--- config.mk ---
export PLATFORM = sky130hd
export DESIGN_NAME = pcx_irq_ctrl
export DESIGN_NICKNAME = d
export VERILOG_FILES = /design/src/rtl/pcx_pkg.sv /design/src/rtl/pcx_rst_sync.sv /design/src/rtl/pcx_sync.sv /design/src/rtl/pcx_group.sv /design/src/rtl/pcx_ext.sv /design/src/rtl/pcx_irq_ctrl.sv
export SDC_FILE = /design/constraint.sdc
export NUM_CORES = 1
export LEC_CHECK = 0
export BUFFER_PORTS_ARGS = -buffer_cell sky130_fd_sc_hd__buf_2
export CAP_MARGIN = 0
export CORE_MARGIN = 2
export CORE_UTILIZATION = 45
export CTS_CLUSTER_SIZE = 28
export DETAILED_ROUTE_END_ITERATION = 10
export PLACE_DENSITY = 0.69
export SLEW_MARGIN = 20
export SYNTH_ARGS = -nofsm -noshare
export SYNTH_HDL_FRONTEND = slang
export SYNTH_SLANG_ARGS = --single-unit
--- constraint.sdc ---
create_clock -name clk_i -period 4.77 [get_ports clk_i]
set_clock_uncertainty 0.2 [all_clocks]
set_input_delay 0 -clock clk_i [delete_from_list [all_inputs] [get_ports clk_i]]
set_output_delay 0 -clock clk_i [all_outputs]
set_load 0.01 [all_outputs]
--- src/rtl/pcx_pkg.sv ---
package pcx_pkg;

  localparam int REG_W = 8;
  localparam int N_SRC = 3;

  // source indices, shared by ack_i, irq_o and the enable register
  localparam int SRC_LO  = 0;
  localparam int SRC_HI  = 1;
  localparam int SRC_EXT = 2;

  // bit positions in the flag and enable registers
  localparam int FLG_LO  = 4;
  localparam int FLG_HI  = 5;
  localparam int FLG_EXT = 6;

  localparam logic [1:0] ADDR_FLAG  = 2'd0;
  localparam logic [1:0] ADDR_ENA   = 2'd1;
  localparam logic [1:0] ADDR_MASKL = 2'd2;
  localparam logic [1:0] ADDR_MASKU = 2'd3;

  typedef enum logic [1:0] {
    SENSE_LOW  = 2'b00,
    SENSE_ANY  = 2'b01,
    SENSE_FALL = 2'b10,
    SENSE_RISE = 2'b11
  } sense_e;

endpackage

--- src/rtl/pcx_rst_sync.sv ---
module pcx_rst_sync (
  input  logic clk_i,
  input  logic rst_ni,
  output logic rst_no
);
  logic s1_q, s2_q;

  always_ff @(posedge clk_i or negedge rst_ni) begin
    if (!rst_ni) begin
      s1_q <= 1'b0;
      s2_q <= 1'b0;
    end else begin
      s1_q <= 1'b1;
      s2_q <= s1_q;
    end
  end

  assign rst_no = s2_q;
endmodule

--- src/rtl/pcx_sync.sv ---
module pcx_sync #(
  parameter int W = 8
) (
  input  logic         clk_i,
  input  logic         rst_ni,
  input  logic [W-1:0] d_i,
  output logic [W-1:0] lvl_o,
  output logic [W-1:0] chg_o
);
  logic [W-1:0] s1_q, s2_q, prev_q;
  logic [W-1:0] s1_d, s2_d, prev_d;

  always_comb begin
    s1_d   = d_i;
    s2_d   = s1_q;
    prev_d = s2_q;
  end

  always_ff @(posedge clk_i or negedge rst_ni) begin
    if (!rst_ni) begin
      s1_q   <= '0;
      s2_q   <= '0;
      prev_q <= '0;
    end else begin
      s1_q   <= s1_d;
      s2_q   <= s2_d;
      prev_q <= prev_d;
    end
  end

  assign lvl_o = s2_q;
  assign chg_o = s2_q ^ prev_q;


  chg_pulse_single_chk: assert property (@(posedge clk_i) disable iff (!rst_ni)
    (chg_o != '0) |=> ((chg_o & $past(chg_o)) == '0) || ($past(s1_q) != $past(s2_q)));
endmodule

--- src/rtl/pcx_group.sv ---
module pcx_group #(
  parameter int W = 8
) (
  input  logic         clk_i,
  input  logic         rst_ni,
  input  logic [W-1:0] chg_i,
  input  logic         mask_we_i,
  input  logic [W-1:0] mask_wd_i,
  input  logic         clr_i,
  input  logic         ack_i,
  output logic [W-1:0] mask_o,
  output logic         flag_o
);
  logic [W-1:0] mask_q, mask_d;
  logic         flag_q, flag_d;
  logic         hit;

  always_comb begin
    mask_d = mask_q;
    if (mask_we_i) mask_d = mask_wd_i;
    hit    = |(chg_i & mask_q);
    flag_d = flag_q;
    if (clr_i || ack_i) flag_d = 1'b0;
    if (hit)            flag_d = 1'b1;
  end

  always_ff @(posedge clk_i or negedge rst_ni) begin
    if (!rst_ni) begin
      mask_q <= '0;
      flag_q <= 1'b0;
    end else begin
      mask_q <= mask_d;
      flag_q <= flag_d;
    end
  end

  assign mask_o = mask_q;
  assign flag_o = flag_q;


  hit_sets_flag_chk: assert property (@(posedge clk_i) disable iff (!rst_ni)
    hit |=> flag_q);


  no_hit_stays_clear_chk: assert property (@(posedge clk_i) disable iff (!rst_ni)
    (!hit && !flag_q) |=> !flag_q);


  clear_takes_effect_chk: assert property (@(posedge clk_i) disable iff (!rst_ni)
    ((clr_i || ack_i) && !hit) |=> !flag_q);
endmodule

--- src/rtl/pcx_ext.sv ---
module pcx_ext
  import pcx_pkg::*;
(
  input  logic       clk_i,
  input  logic       rst_ni,
  input  logic       lvl_i,
  input  logic       chg_i,
  input  logic [1:0] sense_i,
  input  logic       clr_i,
  input  logic       ack_i,
  output logic       flag_o,
  output logic       level_act_o
);
  logic flag_q, flag_d;
  logic set_ev;
  logic is_level;

  always_comb begin
    is_level = (sense_i == SENSE_LOW);
    unique case (sense_i)
      SENSE_ANY:  set_ev = chg_i;
      SENSE_FALL: set_ev = chg_i & ~lvl_i;
      SENSE_RISE: set_ev = chg_i &  lvl_i;
      default:    set_ev = 1'b0;
    endcase
    flag_d = flag_q;
    if (clr_i || ack_i) flag_d = 1'b0;
    if (set_ev)         flag_d = 1'b1;
    if (is_level)       flag_d = 1'b0;
  end

  always_ff @(posedge clk_i or negedge rst_ni) begin
    if (!rst_ni) flag_q <= 1'b0;
    else         flag_q <= flag_d;
  end

  assign flag_o      = flag_q & ~is_level;
  assign level_act_o = is_level & ~lvl_i;


  level_flag_zero_chk: assert property (@(posedge clk_i) disable iff (!rst_ni)
    (sense_i == SENSE_LOW) |=> !flag_q);


  rise_sets_flag_chk: assert property (@(posedge clk_i) disable iff (!rst_ni)
    (sense_i == SENSE_RISE && chg_i && lvl_i) |=> flag_q);


  fall_sets_flag_chk: assert property (@(posedge clk_i) disable iff (!rst_ni)
    (sense_i == SENSE_FALL && chg_i && !lvl_i) |=> flag_q);
endmodule

--- src/rtl/pcx_irq_ctrl.sv ---
module pcx_irq_ctrl
  import pcx_pkg::*;
#(
  parameter int LO_W = 8,
  parameter int HI_W = 4
) (
  input  logic             clk_i,
  input  logic             rst_ni,
  input  logic [LO_W-1:0]  lo_pins_i,
  input  logic [HI_W-1:0]  hi_pins_i,
  input  logic             ext_pin_i,
  input  logic [1:0]       ext_sense_i,
  input  logic             gie_i,
  input  logic [N_SRC-1:0] ack_i,
  input  logic [1:0]       reg_addr_i,
  input  logic             reg_we_i,
  input  logic [REG_W-1:0] reg_wdata_i,
  output logic [REG_W-1:0] reg_rdata_o,
  output logic [N_SRC-1:0] irq_o
);
  logic             rst_n;
  logic [LO_W-1:0]  lo_chg, lo_lvl, lo_mask;
  logic [HI_W-1:0]  hi_chg, hi_lvl, hi_mask;
  logic             ext_chg, ext_lvl;
  logic             lo_flag, hi_flag, ext_flag, ext_level_act;
  logic             wr_flag, wr_ena, wr_maskl, wr_masku;
  logic [N_SRC-1:0] en_q, en_d;
  logic [N_SRC-1:0] src_act;
  logic [REG_W-1:0] lo_mask_rd, hi_mask_rd;

  pcx_rst_sync u_rst (.clk_i(clk_i), .rst_ni(rst_ni), .rst_no(rst_n));

  pcx_sync #(.W(LO_W)) u_sync_lo (
    .clk_i(clk_i), .rst_ni(rst_n), .d_i(lo_pins_i), .lvl_o(lo_lvl), .chg_o(lo_chg));
  pcx_sync #(.W(HI_W)) u_sync_hi (
    .clk_i(clk_i), .rst_ni(rst_n), .d_i(hi_pins_i), .lvl_o(hi_lvl), .chg_o(hi_chg));
  pcx_sync #(.W(1)) u_sync_ext (
    .clk_i(clk_i), .rst_ni(rst_n), .d_i(ext_pin_i), .lvl_o(ext_lvl), .chg_o(ext_chg));

  always_comb begin
    wr_flag  = reg_we_i && (reg_addr_i == ADDR_FLAG);
    wr_ena   = reg_we_i && (reg_addr_i == ADDR_ENA);
    wr_maskl = reg_we_i && (reg_addr_i == ADDR_MASKL);
    wr_masku = reg_we_i && (reg_addr_i == ADDR_MASKU);
  end

  pcx_group #(.W(LO_W)) u_grp_lo (
    .clk_i(clk_i), .rst_ni(rst_n), .chg_i(lo_chg),
    .mask_we_i(wr_maskl), .mask_wd_i(reg_wdata_i[LO_W-1:0]),
    .clr_i(wr_flag & reg_wdata_i[FLG_LO]), .ack_i(ack_i[SRC_LO]),
    .mask_o(lo_mask), .flag_o(lo_flag));

  pcx_group #(.W(HI_W)) u_grp_hi (
    .clk_i(clk_i), .rst_ni(rst_n), .chg_i(hi_chg),
    .mask_we_i(wr_masku), .mask_wd_i(reg_wdata_i[HI_W-1:0]),
    .clr_i(wr_flag & reg_wdata_i[FLG_HI]), .ack_i(ack_i[SRC_HI]),
    .mask_o(hi_mask), .flag_o(hi_flag));

  pcx_ext u_ext (
    .clk_i(clk_i), .rst_ni(rst_n), .lvl_i(ext_lvl), .chg_i(ext_chg),
    .sense_i(ext_sense_i), .clr_i(wr_flag & reg_wdata_i[FLG_EXT]),
    .ack_i(ack_i[SRC_EXT]), .flag_o(ext_flag), .level_act_o(ext_level_act));

  // enable register: next state and register
  always_comb begin
    en_d = en_q;
    if (wr_ena) en_d = reg_wdata_i[FLG_EXT:FLG_LO];
  end

  always_ff @(posedge clk_i or negedge rst_n) begin
    if (!rst_n) en_q <= '0;
    else        en_q <= en_d;
  end

  // request gating, one identical stage per source
  assign src_act[SRC_LO]  = lo_flag;
  assign src_act[SRC_HI]  = hi_flag;
  assign src_act[SRC_EXT] = ext_flag | ext_level_act;

  for (genvar k = 0; k < N_SRC; k++) begin : g_req
    assign irq_o[k] = gie_i & en_q[k] & src_act[k];
  end

  // read path
  always_comb begin
    lo_mask_rd = '0;
    lo_mask_rd[LO_W-1:0] = lo_mask;
    hi_mask_rd = '0;
    hi_mask_rd[HI_W-1:0] = hi_mask;
    reg_rdata_o = '0;
    unique case (reg_addr_i)
      ADDR_FLAG: begin
        reg_rdata_o[FLG_LO]  = lo_flag;
        reg_rdata_o[FLG_HI]  = hi_flag;
        reg_rdata_o[FLG_EXT] = ext_flag;
      end
      ADDR_ENA:   reg_rdata_o[FLG_EXT:FLG_LO] = en_q;
      ADDR_MASKL: reg_rdata_o = lo_mask_rd;
      default:    reg_rdata_o = hi_mask_rd;
    endcase
  end


  req_needs_gie_chk: assert property (@(posedge clk_i) disable iff (!rst_n)
    (irq_o != '0) |-> gie_i);


  flag_reserved_zero_chk: assert property (@(posedge clk_i) disable iff (!rst_n)
    (reg_addr_i == ADDR_FLAG) |-> (reg_rdata_o[7] == 1'b0 && reg_rdata_o[3:0] == 4'd0));


  hi_mask_reserved_chk: assert property (@(posedge clk_i) disable iff (!rst_n)
    (reg_addr_i == ADDR_MASKU) |-> ((reg_rdata_o >> HI_W) == '0));


  ack_clears_lo_chk: assert property (@(posedge clk_i) disable iff (!rst_n)
    (ack_i[SRC_LO] && (lo_chg & lo_mask) == '0) |=> !lo_flag);
endmodule

Word-level counts from Yosys, hierarchy flattened
Cells that the tools add are included.

word-level totals
  output and inout bits = 11
  bits of input ports = 32
  logic and storage cells = 70
  bits in registers = 59

cells by class
  muxes and demuxes = 11
  eq/ne operators = 6
  bitwise logic cells = 21
  reduce and logical (&&, ||, !) cells = 15

operators with widths
  cell                  number
  $and A1 B1 Y1         13
  $pmux W3 S3           1
  $and A8 B8 Y8         1
  $eq A2 B2 Y1 const B  4
  $mux W1               8
  $pmux W4 S2           1
  $reduce_or A8 Y1      1
  $xor A8 B8 Y8         1
  $and A4 B4 Y4         1
  $eq A2 B1 Y1 const B  2
  $logic_and A1 B1 Y1   4
  $logic_not A2 Y1      2
  $reduce_bool A2 Y1    2
  $reduce_or A4 Y1      1
  $xor A4 B4 Y4         1
  $logic_or A1 B1 Y1    3
  $pmux W1 S3           1
  $reduce_bool A3 Y1    1
  $not A1 Y1            2
  $reduce_or A2 Y1      1
  $or A1 B1 Y1          1
  $xor A1 B1 Y1         1

Longest topological paths before layout
Gate-level depths: netlist of the first run.

  word-level depth = 7
  mapped depth = 4
  gate-level depth less buffers = 4

By module
A second synthesis of the first run with hierarchy kept.

unflattened totals
  cell total of the unflattened synthesis = 134
  area, all modules = 2122.0 um2

modules (own cells, without submodules)
  module                 area an instance (um2)  times used  cells an instance
  pcx_sync (u_sync_lo)   670.6                   1           32
  pcx_group (u_grp_lo)   372.9                   1           25
  pcx_irq_ctrl           342.8                   1           34
  pcx_sync (u_sync_hi)   335.3                   1           16
  pcx_group (u_grp_hi)   197.7                   1           13
  pcx_sync (u_sync_ext)  83.8                    1           4
  pcx_ext                65.1                    1           7
  pcx_rst_sync           53.8                    1           3

Least setup slack after synthesis of the first run
Ideal clock, no wire load.

  path type = reg2reg
  from = register u_sync_lo.prev_q[7]
  to = register u_grp_lo.flag_q, in the netlist u_grp_lo.flag_o
  data required time = 4.436 ns
  slack = 3.453 ns
  clock period less this slack = 1.317 ns
  arrival = 0.983 ns
  stages on the path, launching flop included = 5
  path through = dfrtp_1 > xor2_1 > a22o_1 > a221oi_2 > nand4_1

between the ends
  longest elaborated chain between the ends = 4

ends and longest elaborated chain
  what                                           line             text
  start, declared                                pcx_sync.sv:10   logic [W-1:0] s1_q, s2_q, prev_q;
  start signal, assigned                         pcx_sync.sv:27   prev_q <= prev_d;
  $xor A8 B8 Y8 *                                pcx_sync.sv:32   assign chg_o = s2_q ^ prev_q;
  $and A8 B8 Y8 *                                pcx_group.sv:21  hit = |(chg_i & mask_q);
  $reduce_or A8 Y1 *                             pcx_group.sv:21
  $mux W1 or $reduce_bool A2 Y1 (tied branches)  --
  end signal, assigned                           pcx_group.sv:33  flag_q <= flag_d;
  end, declared                                  pcx_group.sv:15  logic flag_q, flag_d;

Every way passes the cells marked *; elsewhere a longest branch is shown, timed or not.
A chain may end at the register's enable or synchronous reset.

Worst setup path after layout of the first run
  from = input reg_we_i
  to = register u_ext.flag_q

between the ends
  longest elaborated chain between the ends = 4

ends and longest elaborated chain
  what                          line                text
  start, declared               pcx_irq_ctrl.sv:16  input logic reg_we_i,
  $logic_and A1 B1 Y1           pcx_irq_ctrl.sv:41  wr_flag = reg_we_i && (reg_addr_i == ADDR_FLAG);
  $and A1 B1 Y1                 pcx_irq_ctrl.sv:61  .sense_i(ext_sense_i), .clr_i(wr_flag & reg_wdata_i[FLG_EXT]),
  $logic_or A1 B1 Y1            pcx_ext.sv:27       if (clr_i || ack_i) flag_d = 1'b0;
  $reduce_bool A3 Y1 (no line)  --
  end signal, assigned          pcx_ext.sv:34       else flag_q <= flag_d;
  end, declared                 pcx_ext.sv:14       logic flag_q, flag_d;

No other way between the ends.

==> run metrics, run 1 <==
static leakage ~1.3 nW; Root Driver clkbuf_8; htree depth 3; vias in the first global route ~1,400; worst skew pair latency between 0.3 and 0.4 ns; placer's final routability congestion estimate 0.781; Sum Neg Setup Slack 0 ns; fin. max-slew vios 0; core box area roughly 4400 um^2; total die area about 5200 um^2; Syn-to-layout area delta 35.0%; pre-CTS setup slack around 3.4 ns; CTS tree yes; drt first-iter violations 75; critical-path maximum fanout 4; CP required ~4.8 ns; syn_area_per_cell roughly 15 um^2; Ports 43; synth unique cells 26; routed length per placed instance 13.6 um; Period minus WS final around 2.4 ns; RSZ-0062 raised after global routing no; async set or reset register ratio after synthesis 100%; placed wire-length estimate between 2000 and 3000 um; Placement Rows 24; fin cells around 270; maximum vdd drop 0.000275 V; Setup Crit Path Kind input port to register; fill cell count ~340; status finished clean; Register Area roughly 1500 um^2; Inst Count DP around 230; post-synthesis cell count about 140; DR pass1 iterations 4; Slew Limit Headroom between 50% and 60%; Port Buf Inserts 42; CP Launch Type input port; worst-case clock buffer depth 2; share of post-route cells with drive strength above 1 roughly 34%; Arr. time, crit path approximately 2.4 ns; Tot GR Track Use between 10% and 20%; max_cap viols 0; Worst-Margin Slew ~0.68 ns; # setup viols final 0; Power per Cell Area about 400 nW/um^2; Diodes inserted 0; total number of vias around 1,300; ANT nets after route 0; Die H 72.3 um; Initial Util approximately 48%; CTS sink count 59; post-synthesis register bit count approximately 60; CTS Buf Count 9; global-route wire length before repair roughly 6000 um; worst setup margin between 2 and 2.5 ns; Max Fclk roughly 420 MHz; Final nets 248; post-CTS sizing 0; sequential area share after synthesis 70.2%; Reg clk slew, reported paths roughly 0.060 ns; Crit. End Element register; ys flop type dfrtp_1; Ys Warns 0; area occupied by multi-input gates around 610 um^2; largest net degree at the start of global routing 58; drt total wl ~3700 um; vias per inst 4.92; initial antenna violation count 0; Final period util between 40% and 50%; GRT overflow 0; Net Count, Synth approximately 170; Die X a little over 70 um; Hold Fails Final Rpt 0; post-CTS setup buffer count 0; DRC Markers 0; number of synthesized flops with an enable pin 0; mapped cell area 2100 um^2; worst min path class input port to register
[through the flow]
stage                     instance area (um^2)  power (mW)  hold slack, ns  util [%]
final                                     2840        1.13          0.0553      64.3
after floorplan                           2100       0.655          -0.496         -
after CTS                                 2840        1.15          0.0531      64.3
after global placement                    2360       0.696          -0.416      53.5
after global routing                      2840        1.19          0.0805      64.3
after detailed placement                  2360       0.704          -0.413      53.5
[state kept, by name, summed over array words and instances, names as in the netlist]
name and count:
u_grp_lo.mask_o 8, u_sync_lo.lvl_o 8, u_sync_lo.prev_q 8, u_sync_lo.s1_q 8, u_grp_hi.mask_o 4, u_sync_hi.lvl_o 4, u_sync_hi.prev_q 4, u_sync_hi.s1_q 4
en_q 3, u_ext.flag_q 1, u_grp_hi.flag_o 1, u_grp_lo.flag_o 1, u_rst.rst_no 1, u_rst.s1_q 1, u_sync_ext.lvl_o 1, u_sync_ext.prev_q 1
u_sync_ext.s1_q 1
[power by group]
part           switching, mW  internal (mW)  total, mW
clock                  0.170          0.251      0.421
combinational         0.0482         0.0772      0.125
sequential            0.0397          0.547      0.587
total                  0.258          0.875       1.13
[cell usage after synthesis, types with 2 or more instances]
cell | count | area share, %
a22oi_1 | 4 | 1.4
and3_1 | 3 | 0.89
dfrtp_1 | 59 | 70
mux2_2 | 15 | 8.0
mux2i_1 | 6 | 2.9
nand2_1 | 5 | 0.89
nand3_1 | 3 | 0.71
nand3b_1 | 3 | 1.1
nor2b_1 | 5 | 1.5
nor3b_1 | 2 | 0.71
o21ai_0 | 5 | 1.2
xor2_1 | 12 | 5.0
[cell usage in the layout, fill, tap and decap left out, types with 2 or more instances in the layout]
master	instances
dfrtp_1	58
buf_2	42
dlygate4sd3_1	29
mux2_2	15
xor2_1	12
clkbuf_8	10
mux2i_1	6
nand2_1	5
o21ai_0	5
nor2b_1	5
a22oi_1	4
and3_1	3
nand3_1	3
nand3b_1	3
nor3b_1	2
clkbuf_1	2
clkinv_2	2
[critical path, stage by stage]
cell and delay, ns:
dlygate4sd3_1 0.52, buf_2 0.14, nor3b_1 0.37, a211o_1 0.19, dlygate4sd3_1 0.54, nand3_1 0.06, dlygate4sd3_1 0.56
[layout make-up]
| cell class | count | share of cell area [%] |
|---|---|---|
| multi-input combinational | 75 | 21.4 |
| sequential | 59 | 52.2 |
| tap | 52 | 2.29 |
| clock inverter | 3 | 1.41 |
| timing repair buffer | 71 | 17.6 |
| clock buffer | 12 | 5.11 |
[timing repair]
item	CTS	global route
endpoints found under the hold margin	33	0
endpoints found under the setup margin	0	0
hold buffers	29	0
[worst paths after layout]
path | from | to | slack, ns | cells past startpoint
max | reg_we_i | u_ext.flag_q$_DFFE_PN0P_ | 2.40 | 7
min | reg_addr_i[0] | en_q[0]$_DFFE_PN0P_ | 0.06 | 3
max reg2reg | u_ext.flag_q$_DFFE_PN0P_ | u_ext.flag_q$_DFFE_PN0P_ | 2.57 | 5
min reg2reg | u_sync_hi.s1_q[3]$_DFF_PN0_ | u_sync_hi.lvl_o[3]$_DFF_PN0_ | 0.15 | 0
max in group asynchronous | u_rst.rst_no$_DFF_PN0_ | u_sync_hi.prev_q[3]$_DFF_PN0_ | 3.74 | 0
min in group asynchronous | u_rst.rst_no$_DFF_PN0_ | u_sync_lo.s1_q[5]$_DFF_PN0_ | 0.18 | 0
[cells by family (layout without fill, tap and decap cells)]
logic type      after synthesis  after routing  share of synthesized area (%)
simple gates                 27             27                           8.04
xor+xnor                     12             12                           5.00
mux                          21             21                           10.9
flops                        59             59                           70.2
buf+inv                       2             86                          0.893
other cells                   1              1                          0.178
compound gates               14             14                           4.76
[routing by layer]
metal / share of wire (%) / GRT usage [%] / wire (um) / vias up
met5: 0 / 0 / 0 / -
met4: 3.3 / 11.9 / 123 / 0
met3: 5.9 / 3.75 / 218 / 11
met2: 49 / 26.6 / 1800 / 46
met1: 42 / 19.0 / 1540 / 648
li1: - / - / - / 632
No activity file was read; power rests on OpenSTA's default activity.
==> inputs of run 2 (changes only) <==
==> constraint.sdc (replaced) <==
create_clock -name clk_i -period 2.4 [get_ports clk_i]
set_clock_uncertainty 0.2 [all_clocks]
set_input_delay 0 -clock clk_i [delete_from_list [all_inputs] [get_ports clk_i]]
set_output_delay 0 -clock clk_i [all_outputs]
set_load 0.01 [all_outputs]
==> run 2 against run 1 <==
Compared with the run above:
- global-route usage up 0.55 points
- critical path type unchanged
- via count rose by 0.30%
- final area is 0.71% higher
- final cell count rose by 0.74%
- sequential power up 98%
- setup slack worse by 2.3 ns
- flip-flop and latch count stayed put
- highest routed layer unchanged
- sequential share of layout area is 0.45 points lower
==> run metrics, run 2 (synthesis gave the netlist of run 1 again) <==
Initial Util 47.6% (unchanged); worst path cell trace dlygate4sd3_1 -> buf_2 -> nor3b_2 -> a211o_1 -> dlygate4sd3_1 -> nand3_1 -> dlygate4sd3_1 (was dlygate4sd3_1 -> buf_2 -> nor3b_1 -> a211o_1 -> dlygate4sd3_1 -> nand3_1 -> dlygate4sd3_1); Net Sw Frac 23.5% (was 22.8%); Syn-to-layout area delta 36.0% (was 35.0%); Slew Limit Headroom 57.3% (was 54.7%); Port Buf Inserts 42 (unchanged); hold depth 5 (was 3); crit-path leading delay family buffers and inverters (unchanged); maximum vdd drop 0.000519 V (was 0.000275 V); share of post-route cells with drive strength above 1 34.7% (was 33.6%); DRC Markers 0 (unchanged); largest net degree at the start of global routing 30 (was 58); routed length per placed instance 14.1 um (was 13.6 um); Power per Cell Area 777 nW/um^2 (was 399 nW/um^2); Hold Fails Final Rpt 0 (unchanged); most common cell after layout, fill and taps aside dfrtp_1 (unchanged); Crit. End Element register (unchanged); worst min path class input port to register (unchanged); initial antenna violation count 0 (unchanged); most frequent CP cell dlygate4sd3_1 (unchanged); Hold Path Sink u_grp_hi.flag_o$_DFFE_PN0P_ (was en_q[0]$_DFFE_PN0P_); Die X 72.3 um (unchanged); vias per inst 4.89 (was 4.92); Crit-path slowest cell dlygate4sd3_1 (unchanged); CP Launch Type input port (unchanged); Period minus WS final ~2.3 ns; fin. max-slew vios 0 (unchanged); Worst-Margin Slew 0.640 ns (was 0.680 ns); Setup Crit Path Kind input port to register (unchanged); vias in the first global route 1,426 (was 1,416); fill cell count 336 (was 339); max_cap viols 0 (unchanged); critical-path maximum fanout 4 (unchanged); Arr. time, crit path 2.31 ns (was 2.38 ns); placed wire-length estimate 2590 um (was 2510 um); placer's final routability congestion estimate 0.809 (was 0.781); GRT overflow 0 (unchanged); Final nets 249 (was 248); global-route wire length before repair 6390 um (was 6180 um); logic gate share of total power 11.9% (was 11.1%); max incr delay on CP 0.56 ns (about the same); RSZ-0062 raised after global routing no (unchanged); reg-to-reg slack, setup 0.22 ns (was 2.57 ns); worst-case clock buffer depth 2 (unchanged); # setup viols final 0 (unchanged); Root Driver clkbuf_8 (unchanged); total number of vias 1,341 (was 1,337); worst skew pair latency 0.33 ns (about the same); HP Start reg_addr_i[1] (was reg_addr_i[0]); Reg clk slew, reported paths 0.06 ns (about the same); CTS tree yes (unchanged); Tot GR Track Use 16.9% (was 16.4%); Flop pwr share 52.1% (was 51.8%); FF-to-FF path depth 5 (unchanged); CTS sink count 59 (unchanged); NetSw 522 uW (was 258 uW); core box area 4410 um^2 (unchanged); Diodes inserted 0 (unchanged); drt total wl 3860 um (was 3690 um); Bufs and invs on worst path 4 (unchanged); Sum Neg Setup Slack 0 ns (unchanged); ANT nets after route 0 (unchanged); total die area 5230 um^2 (unchanged); CP required 2.46 ns (was 4.78 ns); htree depth 3 (unchanged); Util after Layout 64.7% (was 64.3%); Max Fclk 444 MHz; Min Hold Slack 0.0465 ns (was 0.0553 ns); Final period util about 94%; status finished clean (unchanged); clock network fraction of total power 36.1% (was 37.1%); commonest non-fill, non-tap cells in the layout 58 x dfrtp_1, 42 x buf_2, 29 x dlygate4sd3_1, 15 x mux2_2 (was 58 x dfrtp_1, 42 x buf_2, 29 x dlygate4sd3_1, 15 x mux2_2, 12 x xor2_1); DR pass1 iterations 4 (unchanged); static leakage 1.34 nW (was 1.33 nW); Placement Rows 24 (unchanged); Die H 72.3 um (unchanged); post-CTS setup buffer count 0 (unchanged); reg2reg start u_ext.flag_q$_DFFE_PN0P_ (unchanged); drt first-iter violations 62 (was 75); CTS Buf Count 9 (unchanged); reg-to-reg endpoint u_ext.flag_q$_DFFE_PN0P_ (unchanged); Ports 43 (unchanged); internal power 1.70 mW (was 875 uW)
[run 2: stage by stage]
step           setup slack [ns]  cells  total power [mW]  instance area [um^2]
4_1_cts                  0.0610    274              2.25                  2850
3_5_place_dp               1.02    229              1.40                  2380
5_1_grt                  0.0842    274              2.33                  2860
2_1_floorplan             0.436    136              1.30                  2100
6_report                  0.147    274              2.22                  2860
3_3_place_gp               1.06    229              1.39                  2380
[run 2: how the worst max path moves through the flow]
stage                                        startpoint                          end  slack (ns)  depth (start not counted)
final                                          reg_we_i     u_ext.flag_q$_DFFE_PN0P_        0.15                          7
after global routing           u_ext.flag_q$_DFFE_PN0P_     u_ext.flag_q$_DFFE_PN0P_        0.08                          5
after CTS                                      reg_we_i     u_ext.flag_q$_DFFE_PN0P_        0.06                          7
after detailed placement   u_sync_lo.lvl_o[7]$_DFF_PN0_  u_grp_lo.flag_o$_DFFE_PN0P_        1.02                          4
after global placement    u_sync_lo.prev_q[7]$_DFF_PN0_  u_grp_lo.flag_o$_DFFE_PN0P_        1.06                          4
after floorplan                  u_rst.rst_no$_DFF_PN0_          en_q[0]$_DFFE_PN0P_        0.44                          0
[run 2: layer usage]
| metal | global-route usage [%] | share of wire (%) |
|---|---|---|
| met3 | 3.75 | 4.5 |
| met1 | 21.2 | 44 |
| met4 | 11.3 | 2.4 |
| met5 | 0 | 0 |
| met2 | 26.4 | 49 |
[run 2: worst reg2reg max path, stage by stage, from the launching register on]
cell           delay [ns]
dfrtp_1              0.32
o21ai_0              0.14
a211o_1              0.29
dlygate4sd3_1        0.55
nand3_1              0.07
dlygate4sd3_1        0.56
[run 2: repair_timing]
action | CTS | global route
endpoints found under the setup margin | 0 | 1
hold buffers | 29 | 0
endpoints found under the hold margin | 33 | 0
gates resized for setup | 0 | 1
[run 2: cell type report]
type                       instances  area [um^2]  area share (%)
tap                               52         65.1            2.28
clock buffer                      14          173            6.04
clock inverter                     2         10.0           0.350
sequential                        59         1480            51.7
multi-input combinational         75          612            21.4
timing repair buffer              72          520            18.2
[run 2: power groups by stage]
stage | Clock (mW) | Combinational, mW | Sequential, mW
floorplan | 0 | 0.143 | 1.16
global placement | 0 | 0.217 | 1.17
detailed placement | 0 | 0.227 | 1.18
CTS | 0.830 | 0.265 | 1.16
global route | 0.867 | 0.292 | 1.17
finish | 0.802 | 0.263 | 1.16
==> inputs of run 3 (changes only) <==
==> constraint.sdc (replaced) <==
create_clock -name clk_i -period 2.4 [get_ports clk_i]
set_clock_uncertainty 0.2 [all_clocks]
set_input_delay 0.48 -clock clk_i [delete_from_list [all_inputs] [get_ports clk_i]]
set_output_delay 0.48 -clock clk_i [all_outputs]
set_load 0.01 [all_outputs]
==> run 3 against run 2 <==
Compared with the run above:
- global-route usage decreased by 0.59 points
- die area unchanged
- routed wire length down 4.9%
==> run metrics, run 3 (synthesis gave the netlist of run 1 again) <==
most frequent CP cell buf_2 (was dlygate4sd3_1); placer's final routability congestion estimate 0.900 (was 0.809); routed length per placed instance 15.0 um (was 14.1 um); Port Buf Inserts 42 (unchanged); internal power 1.66 mW (was 1.70 mW); GRT overflow 0 (unchanged); total number of vias 1,264 (was 1,341); Ports 43 (unchanged); ANT nets after route 0 (unchanged); Reg clk slew, reported paths 0.06 ns (about the same); worst path cell trace buf_2 -> and2b_2 -> nand2_1 -> o21ai_0 -> buf_2 (was dlygate4sd3_1 -> buf_2 -> nor3b_2 -> a211o_1 -> dlygate4sd3_1 -> nand3_1 -> dlygate4sd3_1); htree depth 3 (unchanged); static leakage 1.22 nW (was 1.34 nW); status finished clean (unchanged); Root Driver clkbuf_8 (unchanged); CP Launch Type input port (unchanged); worst-case clock buffer depth 2 (unchanged); core box area 4410 um^2 (unchanged); vias per inst 5.16 (was 4.89); Die X 72.3 um (unchanged); max incr delay on CP 0.29 ns (was 0.56 ns); drt total wl 3670 um (was 3860 um); Crit. End Element output port (was register); max_cap viols 0 (unchanged); Arr. time, crit path 1.36 ns (was 2.31 ns); commonest non-fill, non-tap cells in the layout 58 x dfrtp_1, 42 x buf_2, 15 x mux2_2, 12 x xor2_1, 12 x clkbuf_8 (was 58 x dfrtp_1, 42 x buf_2, 29 x dlygate4sd3_1, 15 x mux2_2); area occupied by multi-input gates 607 um^2 (was 612 um^2); NetSw 514 uW (was 522 uW); share of post-route cells with drive strength above 1 39.4% (was 34.7%); largest net degree at the start of global routing 30 (unchanged); reg-to-reg slack, setup 1.02 ns (was 0.22 ns); maximum vdd drop 0.000511 V (was 0.000519 V); Max Fclk 490 MHz (was 444 MHz); fin. max-slew vios 0 (unchanged); CTS sink count 59 (unchanged); Tot GR Track Use 16.3% (was 16.9%); Final period util 85.0% (was 93.9%); total die area 5230 um^2 (unchanged); fill cell count 369 (was 336); worst skew pair latency 0.33 ns (about the same); post-CTS setup buffer count 0 (unchanged); Worst-Margin Slew 0.646 ns (was 0.640 ns); RSZ-0062 raised after global routing no (unchanged); Setup Crit Path Kind input port to output port (was input port to register); worst min path class input port to register (unchanged); Net Sw Frac 23.6% (was 23.5%); DRC Markers 0 (unchanged); grt met1 use 19.2% (was 21.2%); Register Area 1480 um^2 (unchanged); Die H 72.3 um (unchanged); Sum Neg Setup Slack 0 ns (unchanged); Flop pwr share 53.2% (was 52.1%); global-route wire length before repair 6130 um (was 6390 um); Min Hold Slack 0.0577 ns (was 0.0465 ns); vias in the first global route 1,344 (was 1,426); FF-to-FF path depth 4 (was 5); # setup viols final 0 (unchanged); Hold Fails Final Rpt 0 (unchanged); most common cell after layout, fill and taps aside dfrtp_1 (unchanged); CTS tree yes (unchanged); Diodes inserted 0 (unchanged); reg2reg start u_sync_lo.lvl_o[7]$_DFF_PN0_ (was u_ext.flag_q$_DFFE_PN0P_); clock network fraction of total power 36.4% (was 36.1%); GRT busiest layer met2 (unchanged); drt first-iter violations 68 (was 62); Final nets 221 (was 249); initial antenna violation count 0 (unchanged); CP required 1.72 ns (was 2.46 ns); Bufs and invs on worst path 2 (was 4); logic gate share of total power 10.4% (was 11.9%); Syn-to-layout area delta 22.2% (was 36.0%); placed wire-length estimate 2690 um (was 2590 um); Power per Cell Area 847 nW/um^2 (was 777 nW/um^2); Initial Util 47.6% (unchanged); met3 GRT Util 4.72% (was 3.75%); Slew Limit Headroom 56.9% (was 57.3%); CTS Buf Count 9 (unchanged); hold depth 1 (was 5); HP Start hi_pins_i[2] (was reg_addr_i[1]); DR pass1 iterations 5 (was 4); crit-path leading delay family buffers and inverters (unchanged); GR Util met2 25.8% (was 26.4%); Period minus WS final 2.04 ns (was 2.25 ns); reg-to-reg endpoint u_grp_lo.flag_o$_DFFE_PN0P_ (was u_ext.flag_q$_DFFE_PN0P_); Placement Rows 24 (unchanged); critical-path maximum fanout 13 (was 4); Hold Path Sink u_sync_hi.s1_q[2]$_DFF_PN0_ (was u_grp_hi.flag_o$_DFFE_PN0P_); Crit-path slowest cell and2b_2 (was dlygate4sd3_1); post-CTS sizing 0 (unchanged)
run 3: cell count changes in the layout (fill, tap and decap cells not counted), sizes merged:
| cell | change |
|---|---|
| dlygate4sd3 | -28 |
| clkbuf | -1 |
run 3: per-stage QoR:
stage	cell area (um^2)	setup slack (ns)	power, mW	util [%]	std cells
3_5_place_dp	2380	0.348	1.41	53.9	229
2_1_floorplan	2100	0.436	1.30	-	136
3_3_place_gp	2380	0.394	1.39	53.9	229
4_1_cts	2570	0.346	2.21	58.2	245
6_report	2570	0.359	2.18	58.2	245
5_1_grt	2570	0.242	2.28	58.2	245
run 3: layout make-up:
class,count,share of cell area [%]
clock buffer,13,6.58
multi-input combinational,75,23.6
timing repair buffer,44,9.35
clock inverter,2,0.390
tap,52,2.53
sequential,59,57.5
run 3: worst max path at each step:
stage | to | start | cells past startpoint
after detailed placement | irq_o[2] | ext_sense_i[1] | 5
after floorplan | en_q[0]$_DFFE_PN0P_ | u_rst.rst_no$_DFF_PN0_ | 0
after CTS | irq_o[2] | ext_sense_i[1] | 5
after global placement | reg_rdata_o[7] | reg_addr_i[0] | 4
after global routing | reg_rdata_o[6] | ext_sense_i[1] | 6
final | reg_rdata_o[4] | reg_addr_i[0] | 5
run 3: what timing repair did:
item,CTS,global route
hold buffers,1,0
endpoints found under the setup margin,0,0
endpoints found under the hold margin,2,0
run 3: power by group through the flow:
stage          sequential (mW)  combinational [mW]  clock (mW)
3_3_place_gp              1.17               0.218           0
4_1_cts                   1.16               0.231       0.818
6_report                  1.16               0.227       0.791
3_5_place_dp              1.18               0.229           0
2_1_floorplan             1.16               0.143           0
5_1_grt                   1.17               0.253       0.856
run 3: routing by layer:
layer  up-vias  share of wire (%)
met1       632                 41
met5         -                  0
li1        578                  -
met4         0                2.2
met2        45                 51
met3         9                6.5
